===== src/rtl/pwmt_pkg.sv =====
package pwmt_pkg;
  localparam int ADDR_W = 5;
  typedef logic [ADDR_W-1:0] addr_t;
  localparam addr_t A_MODE  = 5'h00;
  localparam addr_t A_BRK   = 5'h01;
  localparam addr_t A_RLD1L = 5'h02;
  localparam addr_t A_RLD1H = 5'h03;
  localparam addr_t A_RLD2L = 5'h04;
  localparam addr_t A_RLD2H = 5'h05;
  localparam addr_t A_CAPL  = 5'h06;
  localparam addr_t A_CAPH  = 5'h07;
  localparam addr_t A_CMP0  = 5'h08;
  localparam addr_t A_CNT2L = 5'h10;
  localparam addr_t A_CNT2H = 5'h11;
  // MODE bit positions
  localparam int M_SEL2  = 0;
  localparam int M_CSRC  = 1;
  localparam int M_IE2   = 2;
  localparam int M_OVF2  = 3;
  localparam int M_FRC1  = 4;
  localparam int M_FRC2  = 5;
endpackage


===== src/rtl/pwmt_counter.sv =====
module pwmt_counter #(
  parameter int W = 12
) (
  input  logic         clk,
  input  logic         rst_n,
  input  logic         en,
  input  logic         force_set,
  input  logic [W-1:0] reload,
  output logic [W-1:0] cnt_o,
  output logic         wrap_o,
  output logic         force_o
);
  localparam logic [W-1:0] TOP = '1;

  logic [W-1:0] cnt;
  logic         force_q, done_q, load_top, wrap;

  assign load_top = force_q && !done_q && (cnt != TOP);
  assign wrap     = en && !load_top && (cnt == TOP);

  always_ff @(posedge clk or negedge rst_n) begin
    if (!rst_n) begin
      cnt <= '0;
    end else if (load_top) begin
      cnt <= TOP;
    end else if (en) begin
      cnt <= wrap ? reload : cnt + 1'b1;
    end
  end

  always_ff @(posedge clk or negedge rst_n) begin
    if (!rst_n) begin
      force_q <= 1'b0;
      done_q  <= 1'b0;
    end else begin
      done_q <= force_q && wrap;
      if (force_set)   force_q <= 1'b1;
      else if (done_q) force_q <= 1'b0;
    end
  end

  assign cnt_o   = cnt;
  assign wrap_o  = wrap;
  assign force_o = force_q;


  wrap_reload_chk: assert property (@(posedge clk) disable iff (!rst_n)
    wrap |=> cnt == $past(reload));

  frozen_hold_chk: assert property (@(posedge clk) disable iff (!rst_n)
    (!en && !load_top) |=> $stable(cnt));

  force_top_chk: assert property (@(posedge clk) disable iff (!rst_n)
    load_top |=> cnt == TOP);

  force_release_chk: assert property (@(posedge clk) disable iff (!rst_n)
    $fell(force_q) |-> $past(done_q));
endmodule


===== src/rtl/pwmt_capture.sv =====
module pwmt_capture #(
  parameter int W    = 12,
  parameter int NPIN = 2
) (
  input  logic            clk,
  input  logic            rst_n,
  input  logic [NPIN-1:0] pins,
  input  logic            src,
  input  logic [W-1:0]    cnt,
  input  logic            clr,
  output logic [W-1:0]    cap_o,
  output logic            flag_o
);
  logic [NPIN-1:0] edge_hit;

  for (genvar i = 0; i < NPIN; i++) begin : g_pin
    logic s1, s2, prev;
    always_ff @(posedge clk or negedge rst_n) begin
      if (!rst_n) begin
        s1 <= 1'b0; s2 <= 1'b0; prev <= 1'b0;
      end else begin
        s1 <= pins[i]; s2 <= s1; prev <= s2;
      end
    end
    assign edge_hit[i] = s2 ^ prev;
  end

  logic         take;
  logic [W-1:0] cap;
  logic         flag;

  assign take = edge_hit[src] && !flag;

  always_ff @(posedge clk or negedge rst_n) begin
    if (!rst_n) begin
      cap  <= '0;
      flag <= 1'b0;
    end else begin
      if (take) cap <= cnt;
      if (take)     flag <= 1'b1;
      else if (clr) flag <= 1'b0;
    end
  end

  assign cap_o  = cap;
  assign flag_o = flag;


  cap_locked_chk: assert property (@(posedge clk) disable iff (!rst_n)
    flag |=> $stable(cap));

  cap_taken_chk: assert property (@(posedge clk) disable iff (!rst_n)
    (edge_hit[src] && !flag) |=> (flag && cap == $past(cnt)));
endmodule


===== src/rtl/pwmt_pwm_ch.sv =====
module pwmt_pwm_ch #(
  parameter int W = 12
) (
  input  logic         clk,
  input  logic         rst_n,
  input  logic [W-1:0] cnt,
  input  logic [W-1:0] cmp,
  output logic         out_q
);
  always_ff @(posedge clk or negedge rst_n) begin
    if (!rst_n) out_q <= 1'b0;
    else        out_q <= (cnt < cmp);
  end


  duty_low_chk: assert property (@(posedge clk) disable iff (!rst_n)
    (cnt >= cmp) |=> !out_q);

  duty_high_chk: assert property (@(posedge clk) disable iff (!rst_n)
    (cnt < cmp) |=> out_q);
endmodule


===== src/rtl/pwmt_timer.sv =====
module pwmt_timer
  import pwmt_pkg::*;
#(
  parameter int CNT_W = 12,
  parameter int N_CH  = 4
) (
  input  logic              clk,
  input  logic              rst_n,
  input  logic              bus_wr,
  input  logic              bus_rd,
  input  logic [ADDR_W-1:0] bus_addr,
  input  logic [7:0]        bus_wdata,
  output logic [7:0]        bus_rdata,
  input  logic              cap_pin,
  input  logic              lcap_pin,
  input  logic              brk_in,
  output logic [N_CH-1:0]   pwm_o,
  output logic              ovf2_irq
);
  localparam int HI_W = CNT_W - 8;
  localparam int HALF = N_CH / 2;

  function automatic logic [7:0] hi8(input logic [CNT_W-1:0] v);
    logic [7:0] r;
    r = '0;
    r[HI_W-1:0] = v[CNT_W-1:8];
    return r;
  endfunction

  logic             sel2_q, csrc_q, ie2_q, ovf2_q;
  logic [1:0]       brk_en_q;
  logic [CNT_W-1:0] rld1, rld2;
  logic [CNT_W-1:0] cmp_r [N_CH];

  logic             wr_mode, clr_ovf, clr_cap;
  logic [CNT_W-1:0] cnt1, cnt2, cap_val;
  logic             wrap1, wrap2, frc1, frc2, cap_flag;

  assign wr_mode = bus_wr && bus_addr == A_MODE;
  assign clr_ovf = bus_rd && bus_addr == A_MODE;
  assign clr_cap = bus_rd && bus_addr == A_CAPL;

  // register writes
  always_ff @(posedge clk or negedge rst_n) begin
    if (!rst_n) begin
      sel2_q   <= 1'b0;
      csrc_q   <= 1'b0;
      ie2_q    <= 1'b0;
      brk_en_q <= 2'b11;
      rld1     <= '0;
      rld2     <= '0;
      for (int i = 0; i < N_CH; i++) cmp_r[i] <= '0;
    end else if (bus_wr) begin
      case (bus_addr)
        A_MODE: begin
          sel2_q <= bus_wdata[M_SEL2];
          csrc_q <= bus_wdata[M_CSRC];
          ie2_q  <= bus_wdata[M_IE2];
        end
        A_BRK:   brk_en_q <= bus_wdata[1:0];
        A_RLD1L: rld1[7:0] <= bus_wdata;
        A_RLD1H: rld1[CNT_W-1:8] <= bus_wdata[HI_W-1:0];
        A_RLD2L: rld2[7:0] <= bus_wdata;
        A_RLD2H: rld2[CNT_W-1:8] <= bus_wdata[HI_W-1:0];
        default: begin
          for (int i = 0; i < N_CH; i++) begin
            if (bus_addr == addr_t'(A_CMP0 + 2*i))
              cmp_r[i][7:0] <= bus_wdata;
            if (bus_addr == addr_t'(A_CMP0 + 2*i + 1))
              cmp_r[i][CNT_W-1:8] <= bus_wdata[HI_W-1:0];
          end
        end
      endcase
    end
  end

  // counter 2 overflow flag: a new wrap wins over a clearing read
  always_ff @(posedge clk or negedge rst_n) begin
    if (!rst_n)       ovf2_q <= 1'b0;
    else if (wrap2)   ovf2_q <= 1'b1;
    else if (clr_ovf) ovf2_q <= 1'b0;
  end
  assign ovf2_irq = ovf2_q && ie2_q;

  pwmt_counter #(.W(CNT_W)) i_cnt1 (
    .clk(clk), .rst_n(rst_n), .en(1'b1),
    .force_set(wr_mode && bus_wdata[M_FRC1]), .reload(rld1),
    .cnt_o(cnt1), .wrap_o(wrap1), .force_o(frc1));

  pwmt_counter #(.W(CNT_W)) i_cnt2 (
    .clk(clk), .rst_n(rst_n), .en(sel2_q),
    .force_set(wr_mode && bus_wdata[M_FRC2]), .reload(rld2),
    .cnt_o(cnt2), .wrap_o(wrap2), .force_o(frc2));

  pwmt_capture #(.W(CNT_W), .NPIN(2)) i_cap (
    .clk(clk), .rst_n(rst_n), .pins({lcap_pin, cap_pin}), .src(csrc_q),
    .cnt(cnt1), .clr(clr_cap), .cap_o(cap_val), .flag_o(cap_flag));

  // break routing per pair
  logic brk_p0, brk_p1;
  assign brk_p0 = brk_in && brk_en_q[0];
  assign brk_p1 = brk_in && (sel2_q ? brk_en_q[1] : brk_en_q[0]);

  logic [N_CH-1:0] ch_q;
  for (genvar i = 0; i < N_CH; i++) begin : g_ch
    logic [CNT_W-1:0] base;
    if (i < HALF) begin : g_p0
      assign base     = cnt1;
      assign pwm_o[i] = ch_q[i] && !brk_p0;
    end else begin : g_p1
      assign base     = sel2_q ? cnt2 : cnt1;
      assign pwm_o[i] = ch_q[i] && !brk_p1;
    end
    pwmt_pwm_ch #(.W(CNT_W)) i_ch (
      .clk(clk), .rst_n(rst_n), .cnt(base), .cmp(cmp_r[i]), .out_q(ch_q[i]));
  end

  // read path
  logic [7:0] rd_mux;
  always_comb begin
    rd_mux = '0;
    case (bus_addr)
      A_MODE:  rd_mux = {2'b00, frc2, frc1, ovf2_q, ie2_q, csrc_q, sel2_q};
      A_BRK:   rd_mux = {6'b0, brk_en_q};
      A_RLD1L: rd_mux = rld1[7:0];
      A_RLD1H: rd_mux = hi8(rld1);
      A_RLD2L: rd_mux = rld2[7:0];
      A_RLD2H: rd_mux = hi8(rld2);
      A_CAPL:  rd_mux = cap_val[7:0];
      A_CAPH:  rd_mux = hi8(cap_val) | {cap_flag, 7'b0};
      A_CNT2L: rd_mux = cnt2[7:0];
      A_CNT2H: rd_mux = hi8(cnt2);
      default: begin
        for (int i = 0; i < N_CH; i++) begin
          if (bus_addr == addr_t'(A_CMP0 + 2*i))     rd_mux = cmp_r[i][7:0];
          if (bus_addr == addr_t'(A_CMP0 + 2*i + 1)) rd_mux = hi8(cmp_r[i]);
        end
      end
    endcase
  end

  always_ff @(posedge clk or negedge rst_n) begin
    if (!rst_n)      bus_rdata <= '0;
    else if (bus_rd) bus_rdata <= rd_mux;
  end


  brk_pair0_chk: assert property (@(posedge clk) disable iff (!rst_n)
    (brk_in && brk_en_q[0]) |-> pwm_o[HALF-1:0] == '0);

  brk_pair1_chk: assert property (@(posedge clk) disable iff (!rst_n)
    (brk_in && (sel2_q ? brk_en_q[1] : brk_en_q[0])) |-> pwm_o[N_CH-1:HALF] == '0);

  ovf_set_chk: assert property (@(posedge clk) disable iff (!rst_n)
    wrap2 |=> ovf2_q);

  ovf_clear_chk: assert property (@(posedge clk) disable iff (!rst_n)
    (clr_ovf && !wrap2) |=> !ovf2_q);

  frozen_base_chk: assert property (@(posedge clk) disable iff (!rst_n)
    (!sel2_q && !frc2) |=> $stable(cnt2));

  cap_clear_chk: assert property (@(posedge clk) disable iff (!rst_n)
    (clr_cap && cap_flag) |=> !cap_flag || $changed(cap_val));
endmodule


===== config.mk =====
export PLATFORM = sky130hd
export DESIGN_NAME = pwmt_timer
export DESIGN_NICKNAME = d
export VERILOG_FILES = /design/src/rtl/pwmt_pkg.sv /design/src/rtl/pwmt_counter.sv /design/src/rtl/pwmt_capture.sv /design/src/rtl/pwmt_pwm_ch.sv /design/src/rtl/pwmt_timer.sv
export SDC_FILE = /design/constraint.sdc
export NUM_CORES = 1
export LEC_CHECK = 0
export BUFFER_PORTS_ARGS = -buffer_cell sky130_fd_sc_hd__buf_2
export CAP_MARGIN = 20
export CORE_UTILIZATION = 50
export DETAILED_ROUTE_END_ITERATION = 8
export GPL_ROUTABILITY_DRIVEN = 0
export GPL_TIMING_DRIVEN = 0
export HOLD_SLACK_MARGIN = 0.06
export PLACE_DENSITY = 0.67
export SLEW_MARGIN = 5
export SYNTH_ARGS = -nofsm -noshare
export SYNTH_HDL_FRONTEND = slang
export SYNTH_SLANG_ARGS = --single-unit

===== constraint.sdc =====
create_clock -name clk -period 2.5 [get_ports clk]
set_input_delay 0.125 -clock clk [delete_from_list [all_inputs] [get_ports clk]]
set_output_delay 0.125 -clock clk [all_outputs]
set_load 0.01 [all_outputs]

[Word-level counts from Yosys, hierarchy flattened]
Cells that the tools add are included.
Cells by class
  $add $sub $neg: 2
  $lt $le $gt $ge: 5
  eq/ne operators: 21
  mux-type cells: 26
  bitwise logic cells: 4
  reductions and logical operators: 50
Operators with widths (count)
  one-hot mux 8 bit (10 select lines): 1
  two-way mux 12 bit: 6
  two-way mux 8 bit: 8
  less-than comparator 12 bit: 4
  equality test 5 x 4 -> 1 bit (second input constant): 8
  adder 12 x 1 -> 12 bit (second input constant): 2
  equality test 12 bit (second input constant): 2
  != test 12 bit (second input constant): 2
  AND reduction 3 bit: 8
  logical AND 1 bit: 22
  equality test 5 x 3 -> 1 bit (second input constant): 4
  AND reduction 2 bit: 6
  two-way mux 1 bit: 11
  equality test 5 x 2 -> 1 bit (second input constant): 2
  equality test 5 bit (second input constant): 2
  nonzero test 2 bit: 5
  OR 4 x 8 -> 8 bit: 1
  logical NOT 1 bit: 7
  OR reduction 6 bit: 1
  equality test 5 x 1 -> 1 bit (second input constant): 1
  logical NOT 5 bit: 1
  less-than comparator 1 x 2 -> 1 bit (second input constant): 1
  bitwise XOR 1 bit: 2
  NOT 1 bit: 1
Storage, ports and cells
  register bits after elaboration: 137
  input bits: 20
  output and inout bits: 13
  word-level logic and storage cells: 144

[Longest topological paths before layout]
Gate-level depths: netlist of run 1.
  word-level depth: 10
  mapped depth: 9
  depth with buffers taken out: 7

[By module]
A second synthesis of run 1 with hierarchy kept.
Second synthesis, totals
  cell total of the unflattened synthesis: 762
  area total of the unflattened synthesis: 8192.9 µm²
By module, submodules not included
  pwmt_timer: instances 1, cells an instance 389, area an instance 4546.9 µm²
  pwmt_counter: instances 2, cells an instance 95, area an instance 879.6 µm²
  pwmt_pwm_ch: instances 4, cells an instance 36, area an instance 304.0 µm²
  pwmt_capture: instances 1, cells an instance 39, area an instance 670.6 µm²

[Least setup slack after synthesis of run 1]
OpenSTA, ideal clock, no wires.
  kind: reg2reg
  from: reg sel2_q
  to: reg g_ch[2].i_ch.out_q
  library setup time: 94 ps
  arrival: 2012 ps
  data required time: 2406 ps
  setup slack: 394 ps
  stages on the path, launching flop included: 10
  clock period less this slack: 2106 ps
  cells stage by stage: dfrtp_1 -> buf_2 -> buf_2 -> mux2_2 -> ha_1 -> a21o_1 -> a21o_1 -> a21oi_1 -> a21oi_1 -> a211oi_1
Between the ends
  longest elaborated chain between the ends: 2
RTL lines
  start: declaration: line pwmt_timer.sv:30  | logic sel2_q, csrc_q, ie2_q, ovf2_q;
  start signal: assignment: line pwmt_timer.sv:56  | sel2_q <= bus_wdata[M_SEL2];
  two-way mux 12 bit: line pwmt_timer.sv:111  | assign base = sel2_q ? cnt2 : cnt1;
  less-than comparator 12 bit: line pwmt_pwm_ch.sv:12  | else out_q <= (cnt < cmp);
  end signal: assignment: line pwmt_pwm_ch.sv:12
  end: declaration: line pwmt_pwm_ch.sv:8  | output logic out_q
Every way passes these cells.
A chain may end at the register's enable or synchronous reset.

[Worst setup path in the final report of run 1]
  from: reg sel2_q
  to: reg g_ch[3].i_ch.out_q
Between the ends
  longest elaborated chain between the ends: 2
RTL lines (line)
  two-way mux 12 bit: pwmt_timer.sv:111
  less-than comparator 12 bit: pwmt_pwm_ch.sv:12
  end signal: assignment: pwmt_pwm_ch.sv:12
  end: declaration: pwmt_pwm_ch.sv:8
Every way passes these cells.

==> results of run 1 <==
==> routing by layer <==
layer,vias up,GRT usage,part of all wire
met5,-,0,0
li1,2957,-,-
met2,282,0.482,0.45
met3,57,0.0692,0.073
met1,3282,0.419,0.44
met4,0,0.132,0.033
==> sequential cells by signal, summed over array words and instances (netlist names), 2 cells and up <==
signal,flops
i_cap.g_pin.s2,2
rld2,12
bus_rdata,8
i_cap.cap_o,12
i_cap.g_pin.prev,2
i_cnt1.cnt_o,12
i_cap.g_pin.s1,2
brk_en_q,2
rld1,12
i_cnt2.cnt_o,12
g_ch.i_ch.out_q,4
cmp_r,48
==> what timing repair did <==
action                                 in CTS  in global routing
setup endpoints to repair                   0                  1
endpoints found under the hold margin      64                  0
hold buffers                               10                  0
gates resized for setup                     0                  3
==> worst max path at each step <==
| stage | cells after the start | slack [ps] | endpoint |
|---|---|---|---|
| floorplan | 9 | 390 | g_ch[2].i_ch.out_q |
| global placement | 1 | -570 | i_cap.g_pin[0].s1 |
| detailed placement | 9 | 80 | g_ch[3].i_ch.out_q |
| CTS | 9 | 50 | g_ch[3].i_ch.out_q |
| global route | 9 | 5 | g_ch[3].i_ch.out_q |
| finish | 9 | 100 | g_ch[3].i_ch.out_q |
==> tightest hold or removal path: cells and delay by family <==
kind            cells  cell delay [ps]
compound gates      1              110
buf+inv             1              160
simple gates        1               80
==> cell usage in the layout (no fill, tap or decap), types with 13 or more instances in the layout <==
cell | synthesis | routed
clkbuf_16 | 0 | 17
a21oi_1 | 33 | 33
and3_1 | 15 | 15
nor2_1 | 55 | 55
nand2_1 | 69 | 69
a21o_1 | 13 | 13
nand3_1 | 20 | 20
buf_2 | 19 | 49
ha_1 | 46 | 46
dfrtp_1 | 135 | 135
inv_1 | 51 | 51
mux2_2 | 68 | 68
o21ai_0 | 59 | 59
clkbuf_1 | 14 | 14
==> cell families (layout without fill, tap and decap cells) <==
logic type	Yosys count	in the layout
DFF	137	137
buffers and inverters	91	166
AOI/OAI and AO/OA	195	195
and+or+nand+nor	224	224
muxes	80	80
xor gates and xnor gates	9	9
adders and majority gates	46	46
==> metrics by stage <==
stage / hold slack (ps) / setup TNS (ps) / worst slack, ps / util
3_3_place_gp: 233 / -75810 / -573 / 0.539
6_report: 77.7 / 0 / 99.7 / 0.585
2_1_floorplan: -171 / 0 / 394 / -
5_1_grt: 64.1 / 0 / 5.02 / 0.585
3_5_place_dp: 83.6 / 0 / 78.4 / 0.541
4_1_cts: 60.9 / 0 / 52.7 / 0.585
==> where the power goes <==
group / total (mW) / switching (mW) / internal (mW)
sequential: 3.50 / 0.701 / 2.80
clock: 2.43 / 1.04 / 1.39
combinational: 3.09 / 1.71 / 1.38
total: 9.02 / 3.45 / 5.57
==> area by class of cell <==
class / count / area (um^2) / area share
Tap cell: 188 / 235 / 0.0264
Timing Repair Buffer: 43 / 294 / 0.0330
Clock buffer: 18 / 439 / 0.0494
Buffer: 39 / 189 / 0.0212
Multi-Input combinational cell: 554 / 3990 / 0.449
Clock inverter: 14 / 123 / 0.0138
Inverter: 52 / 195 / 0.0219
Sequential cell: 137 / 3430 / 0.386
==> impl_metrics.toml, run 1 <==
[outcome]
outcome = "finished, final reports clean"

[synthesis]
yosys.area_share.xor_xnor = 0.0101
synth_compound_area_frac = 0.163
synth.most_common_cell = "dfrtp_1"
netlist_instances = 782
synthAdderAreaFrac = 0.0738
synth_area_leader_cell = "dfrtp_1"
synthTopCellsByCount = "dfrtp_1, nand2_1, mux2_2"
post_synth_mux_area_share = 0.115
async_reset_ff_frac = 1.00
syn_area_per_cell_um2 = 9.97
syn_nets = 848
synth_seq_cells = 137
synth-simple-area-share = 0.150
yosys_warnings = 0
synth_top_family_by_area = "compound AO/OA/AOI/OAI gates"
ys_types = 73
ys_seq_area_frac = 0.440
synth_ff_type = "dfrtp_1"
synth.cell_area_mm2 = 0.00780
synth.top_cell.area_share = 0.433
synth_edf_count = 0
synth.area.top_cells = "dfrtp_1, mux2_2, ha_1"

[floorplanning]
start_util = 0.513
die_w_um = 127
coreArea_mm2 = 0.0152
num_rows = 45
io_pins = 33
fp.dieH_um = 127
die-area_mm2 = 0.0161

[place]
dp_hpwl_um = 17300
place_area_mm2 = 0.00823
port_buffers = 32
dp_cells = 1003

[timing]
layout_min_cycle_time_ps = 2400
fmax_mhz = 417
timing.final.crit_share = 0.960
slew_violations = 0
setup_viol = 0
hold_viol_final = 0
finalClockSkew_ps = 8.73
grt_setup_unrepaired = "false"
worst_pin_slew_ps = 1040
slew_headroom = 0.300

[global_routing]
grt_max_degree = 93
grt_pass1_vias = 6436
antenna_found_initial = 0
grt_util_all_layers = 0.310
grt_first_pass_wirelength_um = 36900
grt-ovfl-total = 0

[worst_setup_path]
startpoint = "sel2_q"
rrSetupSlack_ps = 100
path_cells = "buf_2 > buf_6 > mux2_2 > ha_1 > o21ai_0 > a31oi_1 > o31ai_1 > a21oi_1 > a211oi_1"
crit_path_max_fanout = 10
critPathLaunchType = "register"
worstPathArrival_ps = 2730
r2r_start = "sel2_q"
crit_path_end_kind = "register"
crit_family = "compound AO/OA/AOI/OAI gates"
critPathSlowestCell = "mux2_2"
cp.required_ps = 2830
slowest_delay_ps = 370
worstSetupPathType = "register to register"
critPathBufInv = 2
r2r_end = "g_ch[3].i_ch.out_q"
reg2reg_depth = 9

[finish]
nNetsFinal = 910
fin_cells = 1045
area_delta_synth_final_pct = 14.1
n_fill_cell = 1263
diodes = 0
drive_gt1_frac = 0.202
post-route-cell-area_mm2 = 0.00890

[cts]
h-tree-depth = 4
worstSkewPairLatency_ps = 440
cts.sinks = 137
cts_tree = "yes"
numCtsBuffers = 17
clk_pin_slew_ps = 60
postCtsSetupBuffers = 0
clockRootBuffer = "clkbuf_16"
cts.path.max_buffers = 2

[routing]
via_per_inst = 6.29
drt_iter0_markers = 752
drtPass1Iterations = 6
vias = 6578
drtAntennaViolNets = 0
wl_um = 23600
avgRoutedWirePerCell_um = 22.6
drc = 0

[min_path]
min_to = "ovf2_q"
hold_path_depth = 3
worstHoldPathType = "input port to register"
worstHoldStart = "bus_rd"

[power]
fin_total_pwr_mw = 9.02
peakVddDrop_uv = 564
powerDensity_mw_per_mm2 = 1010
p_leak_nw = 3.93

[run]
cap_violations = 0
No activity file was read; power rests on OpenSTA's default activity.
==> inputs of run 2 (changes only) <==
--- a/config.mk
+++ b/config.mk
@@ -7,12 +7,15 @@
 export LEC_CHECK = 0
 export BUFFER_PORTS_ARGS = -buffer_cell sky130_fd_sc_hd__buf_2
 export CAP_MARGIN = 20
-export CORE_UTILIZATION = 50
+export CELL_PAD_IN_SITES_DETAIL_PLACEMENT = 2
+export CELL_PAD_IN_SITES_GLOBAL_PLACEMENT = 2
+export CORE_UTILIZATION = 41
 export DETAILED_ROUTE_END_ITERATION = 8
 export GPL_ROUTABILITY_DRIVEN = 0
 export GPL_TIMING_DRIVEN = 0
 export HOLD_SLACK_MARGIN = 0.06
-export PLACE_DENSITY = 0.67
+export PLACE_DENSITY_LB_ADDON = 0.1
+export SETUP_SLACK_MARGIN = 0.15
 export SLEW_MARGIN = 5
 export SYNTH_ARGS = -nofsm -noshare
 export SYNTH_HDL_FRONTEND = slang
==> run 2 against run 1 <==
Maximum frequency rose by 4.8%. Sequential power rose by 3%. Clock power rose by 7%. Combinational power rose by 9.7%. Sequential share of layout area fell by 0.49 points. Largest power group unchanged. Register-to-register slack improved by 110 ps. Clock skew rose by 6.1 ps. Global-route usage rose by 2.4 points. Core utilization fell by 10 points. Count of clock-buffer cells in the layout fell by 1.
==> impl_metrics.toml, run 2 (synthesis results as in run 1) <==
[worst_setup_path]
critPathLaunchType = "register"
crit_family = "compound AO/OA/AOI/OAI gates"
worstPathArrival_ps = 2650
r2r_end = "g_ch[2].i_ch.out_q"
startpoint = "sel2_q"
cp.required_ps = 2860
crit_path_end_kind = "register"
crit_path_max_fanout = 10
critical_path.most_common_cell = "a21o_1"
path_cells = "buf_4 > buf_8 > mux2_2 > ha_1 > a21o_1 > a21o_1 > a21oi_2 > a21oi_1 > a211oi_2"
worstSetupEndpoint = "g_ch[2].i_ch.out_q"
crit_cells = 9
critPathBufInv = 2
critPathSlowestCell = "mux2_2"
reg2reg_depth = 9
slowest_delay_ps = 360
rrSetupSlack_ps = 210
worstSetupPathType = "register to register"
r2r_start = "sel2_q"

[place]
port_buffers = 32
pre_cts_ws_ps = 24.5
dp_hpwl_um = 22100
dp_cells = 1049

[cts]
clk_pin_slew_ps = 70
h-tree-depth = 4
worstSkewPairLatency_ps = 450
cts.path.max_buffers = 2
cts_tree = "yes"
clockRootBuffer = "clkbuf_16"
cts.sinks = 137
numCtsBuffers = 17

[finish]
nNetsFinal = 911
diodes = 0
mostFrequentLayoutCells = "dfrtp_1, nand2_1, mux2_2"
drive_gt1_frac = 0.211
largest_register_ffs = 48
area_delta_synth_final_pct = 15.5
top_register = "cmp_r"
fin_cells = 1092
final_common_cell = "dfrtp_1"

[timing]
finalClockSkew_ps = 14.8
fmax_mhz = 437
grt_setup_unrepaired = "true"
finalSetupTns_ps = 0
setup_viol = 0
timing.final.crit_share = 0.916
fin_ws_ps = 210
slew_headroom = 0.292
layout_min_cycle_time_ps = 2290
slew_violations = 0
hold_viol_final = 0
worst_pin_slew_ps = 1060

[floorplanning]
start_util = 0.417
fp.dieH_um = 140
io_pins = 33
num_rows = 50
die-area_mm2 = 0.0196
coreArea_mm2 = 0.0187
die_w_um = 140

[global_routing]
antenna_found_initial = 1
grt_max_degree = 85
grt_util_all_layers = 0.335
grt-ovfl-total = 0
grt_first_pass_wirelength_um = 47500
grt_pass1_vias = 7495

[routing]
drc = 0
wl_um = 31100
drt_iter0_markers = 406
via_per_inst = 6.18
drtAntennaViolNets = 0
avgRoutedWirePerCell_um = 28.5
vias = 6745
drtPass1Iterations = 7

[min_path]
worstHoldStart = "bus_rd"
hold_path_depth = 3
worstHoldPathType = "input port to register"

[power]
p_leak_nw = 3.96
fin_total_pwr_mw = 9.59
peakVddDrop_uv = 497
powerDensity_mw_per_mm2 = 1060

[outcome]
outcome = "finished, final reports clean"

[run]
cap_violations = 0
run 2: final cells by class:
cell class / instances / area, um^2
Buffer: 39 / 195
Clock buffer: 17 / 425
Clock inverter: 15 / 154
Fill cell: 1962 / 9690
Inverter: 52 / 195
Multi-Input combinational cell: 554 / 4020
Sequential cell: 137 / 3430
Tap cell: 234 / 293
Timing Repair Buffer: 44 / 299
run 2: where the power goes:
part | total, mW | switching (mW) | internal [mW]
logic | 3.39 | 1.95 | 1.43
registers | 3.61 | 0.815 | 2.79
clock network | 2.59 | 1.18 | 1.41
total | 9.59 | 3.95 | 5.64
run 2: how the worst min path moves through the flow:
stage	to	slack, ps
6_report	ovf2_q	70
5_1_grt	ovf2_q	70
4_1_cts	ovf2_q	60
3_5_place_dp	i_cap.g_pin[0].s1	240
3_3_place_gp	i_cap.g_pin[1].s1	230
2_1_floorplan	bus_rdata[0]	-170
run 2: worst register-to-register path, cell delays in order (launching register included):
cell      delay, ps
dfrtp_1         330
buf_4           170
buf_8           150
mux2_2          360
ha_1            300
a21o_1          180
a21o_1          200
a21oi_2         200
a21oi_1         100
a211oi_2        210
run 2: metal layers:
metal | routed length [um] | GRT usage
met1 | 13400 | 0.426
met2 | 14700 | 0.546
met3 | 1620 | 0.0636
met4 | 1410 | 0.165
met5 | 10 | 0
run 2: metrics by stage:
step           hold WS [ps]  utilization  area, um^2
6_report               69.8        0.482        9010
5_1_grt                73.7        0.482        9010
4_1_cts                61.9        0.480        8970
3_5_place_dp            236        0.443        8290
3_3_place_gp            233        0.441        8250
2_1_floorplan          -171            -        7800
run 2: repair_timing:
action,4_1_cts,5_1_grt
resized for setup,5,6
pin swaps,0,1
setup buffers,0,2
endpoints found under the hold margin,100,0
cloned,0,0
setup endpoints to repair,2,4
hold buffers,9,0
==> inputs of run 3 (changes only) <==
--- a/config.mk
+++ b/config.mk
@@ -9,7 +9,7 @@
 export CAP_MARGIN = 20
 export CELL_PAD_IN_SITES_DETAIL_PLACEMENT = 2
 export CELL_PAD_IN_SITES_GLOBAL_PLACEMENT = 2
-export CORE_UTILIZATION = 41
+export CORE_UTILIZATION = 42
 export DETAILED_ROUTE_END_ITERATION = 8
 export GPL_ROUTABILITY_DRIVEN = 0
 export GPL_TIMING_DRIVEN = 0
@@ -19,4 +19,5 @@
 export SLEW_MARGIN = 5
 export SYNTH_ARGS = -nofsm -noshare
 export SYNTH_HDL_FRONTEND = slang
+export SYNTH_HIERARCHICAL = 1
 export SYNTH_SLANG_ARGS = --single-unit
==> run 3 against run 2 <==
Synthesized cell count is 2.7% lower. Worst setup slack better by 5.1 ps. Sequential share of layout area is 2.0 points lower. Combinational power is 17% higher. Clock skew is 3.7 ps lower. Global-route usage is 0.051 points lower. Design area is 5.5% higher. Maximum frequency is 0.22% higher. Via count is 3.4% higher. Highest routed layer is now met4. Synthesized area is 5.0% higher. Routed wire length is 2.1% higher.
==> impl_metrics.toml, run 3 <==
[finish]
final_common_cell = "dfrtp_1"
seqCellArea_mm2 = 0.00343
n_fill_cell = 1919
nNetsFinal = 891
fin_cells = 1098
post-route-cell-area_mm2 = 0.00951
largest_register_ffs = 48
area_delta_synth_final_pct = 16.1
drive_gt1_frac = 0.285
multi_input_area_mm2 = 0.00446
mostFrequentLayoutCells = "dfrtp_1, mux2_2, inv_1"
diodes = 0
top_register = "cmp_r"

[global_routing]
grt_pass1_vias = 7799
grt_first_pass_wirelength_um = 48700
grt-ovfl-total = 0
grt_util_all_layers = 0.334
grt_max_degree = 94
antenna_found_initial = 0

[timing]
layout_min_cycle_time_ps = 2280
whs_ps = 85.9
slew_violations = 0
setup_viol = 0
fmax_mhz = 438
slew_headroom = 0.416
finalClockSkew_ps = 11.2
hold_viol_final = 0
grt_setup_unrepaired = "false"
worst_pin_slew_ps = 877
timing.final.crit_share = 0.914
finalSetupTns_ps = 0

[power]
power.switching_mw = 4.22
seq_power_share = 0.355
p_leak_nw = 3.97
fin_total_pwr_mw = 10.3
netSwitchingFraction = 0.410
powerDensity_mw_per_mm2 = 1080
p_comb_frac = 0.386
p_int_mw = 6.07
peakVddDrop_uv = 415
clock_power_share = 0.259

[synthesis]
syn_area_per_cell_um2 = 10.8
synth.cell_area_mm2 = 0.00819
yosys_warnings = 6
netlist_instances = 761

[cts]
cts.sinks = 137
cts_tree = "yes"
clockRootBuffer = "clkbuf_16"
clk_pin_slew_ps = 60
numCtsBuffers = 17
h-tree-depth = 4
cts.path.max_buffers = 2
worstSkewPairLatency_ps = 430

[worst_setup_path]
critPathLaunchType = "register"
rrSetupSlack_ps = 220
crit_path_max_fanout = 10
crit_path_end_kind = "register"
worstSetupPathType = "register to register"
cp.required_ps = 2820
worstPathArrival_ps = 2610

[floorplanning]
fp.dieH_um = 142
die-area_mm2 = 0.0201
num_rows = 50
die_w_um = 142
start_util = 0.433
io_pins = 33
coreArea_mm2 = 0.0189

[routing]
via_per_inst = 6.35
drt_iter0_markers = 494
drtAntennaViolNets = 0
avgRoutedWirePerCell_um = 28.9
vias = 6971
drtPass1Iterations = 5
drc = 0
wl_um = 31700

[place]
dp_hpwl_um = 22700
dp_cells = 1055
port_buffers = 30
place_area_mm2 = 0.00871

[run]
cap_violations = 0

[outcome]
outcome = "finished, final reports clean"

[min_path]
worstHoldPathType = "input port to register"
## run 3: changes by cell type in the layout (fill, tap and decap cells not counted), sizes merged, moves of 7 or more
cell / change
nor2: -34
nand3: +24
a21oi: -15
o21ai: -45
mux2: +35
mux2i: -7
nand2b: +8
a22oi: +8
nor3: +10
o2111ai: +11
nand2: -35
and4: +7
## run 3: final timing paths
path | from | end | cells after the start
worst max register to register | sel2_q | g_ch[2].i_ch/out_q | 8
min in group asynchronous | rst_n | i_cap/g_pin[1].s1 | 2
worst max-delay path | sel2_q | g_ch[2].i_ch/out_q | 8
worst min-delay path | bus_wdata[5] | cmp_r[5] | 2
max in group asynchronous | rst_n | rld2[5] | 3
worst min register to register | i_cap/g_pin[1].s1 | i_cap/g_pin[1].s2 | 0
## run 3: power groups by stage
stage / clock (mW) / combinational (mW) / sequential [mW]
after floorplan: 0 / 2.65 / 3.25
after global placement: 0 / 3.38 / 3.62
after detailed placement: 0 / 3.69 / 3.67
after CTS: 2.70 / 3.86 / 3.64
after global routing: 2.78 / 4.31 / 3.72
final: 2.67 / 3.97 / 3.66
## run 3: what timing repair did
action,in CTS,in global routing
resized for setup,14,4
endpoints found under the setup margin,2,2
cloned,0,0
buffers inserted,1,2
pin swaps,0,4
hold endpoints to repair,59,0
hold buffers,7,0
## run 3: per-stage QoR
| stage | setup WS (ps) | util |
|---|---|---|
| 2_1_floorplan | 180 | - |
| 6_report | 215 | 0.503 |
| 4_1_cts | 178 | 0.501 |
| 5_1_grt | 148 | 0.503 |
| 3_5_place_dp | -429 | 0.461 |
| 3_3_place_gp | -638 | 0.459 |
## run 3: metal layers
layer	vias up	track usage	wire [um]
met1	3662	0.425	13500
li1	3001	-	-
met5	-	0	0
met4	0	0.135	1010
met2	235	0.562	15500
met3	73	0.0580	1700
## run 3: final cells by class
class	instances	share of cell area
inverter	56	0.0221
multi-input combinational	540	0.469
timing repair buffer	42	0.0296
sequential	137	0.361
buffer	31	0.0203
clock inverter	14	0.0180
tap	260	0.0342
clock buffer	18	0.0462
## run 3: critical path, cell delays in order, from the launching register on
cell       delay, ps
dfrtp_2          430
buf_8            140
clkbuf_16        160
mux2_4           310
ha_1             290
o21a_1           190
o2111ai_2        280
a31oi_2           90
a2111oi_2        280
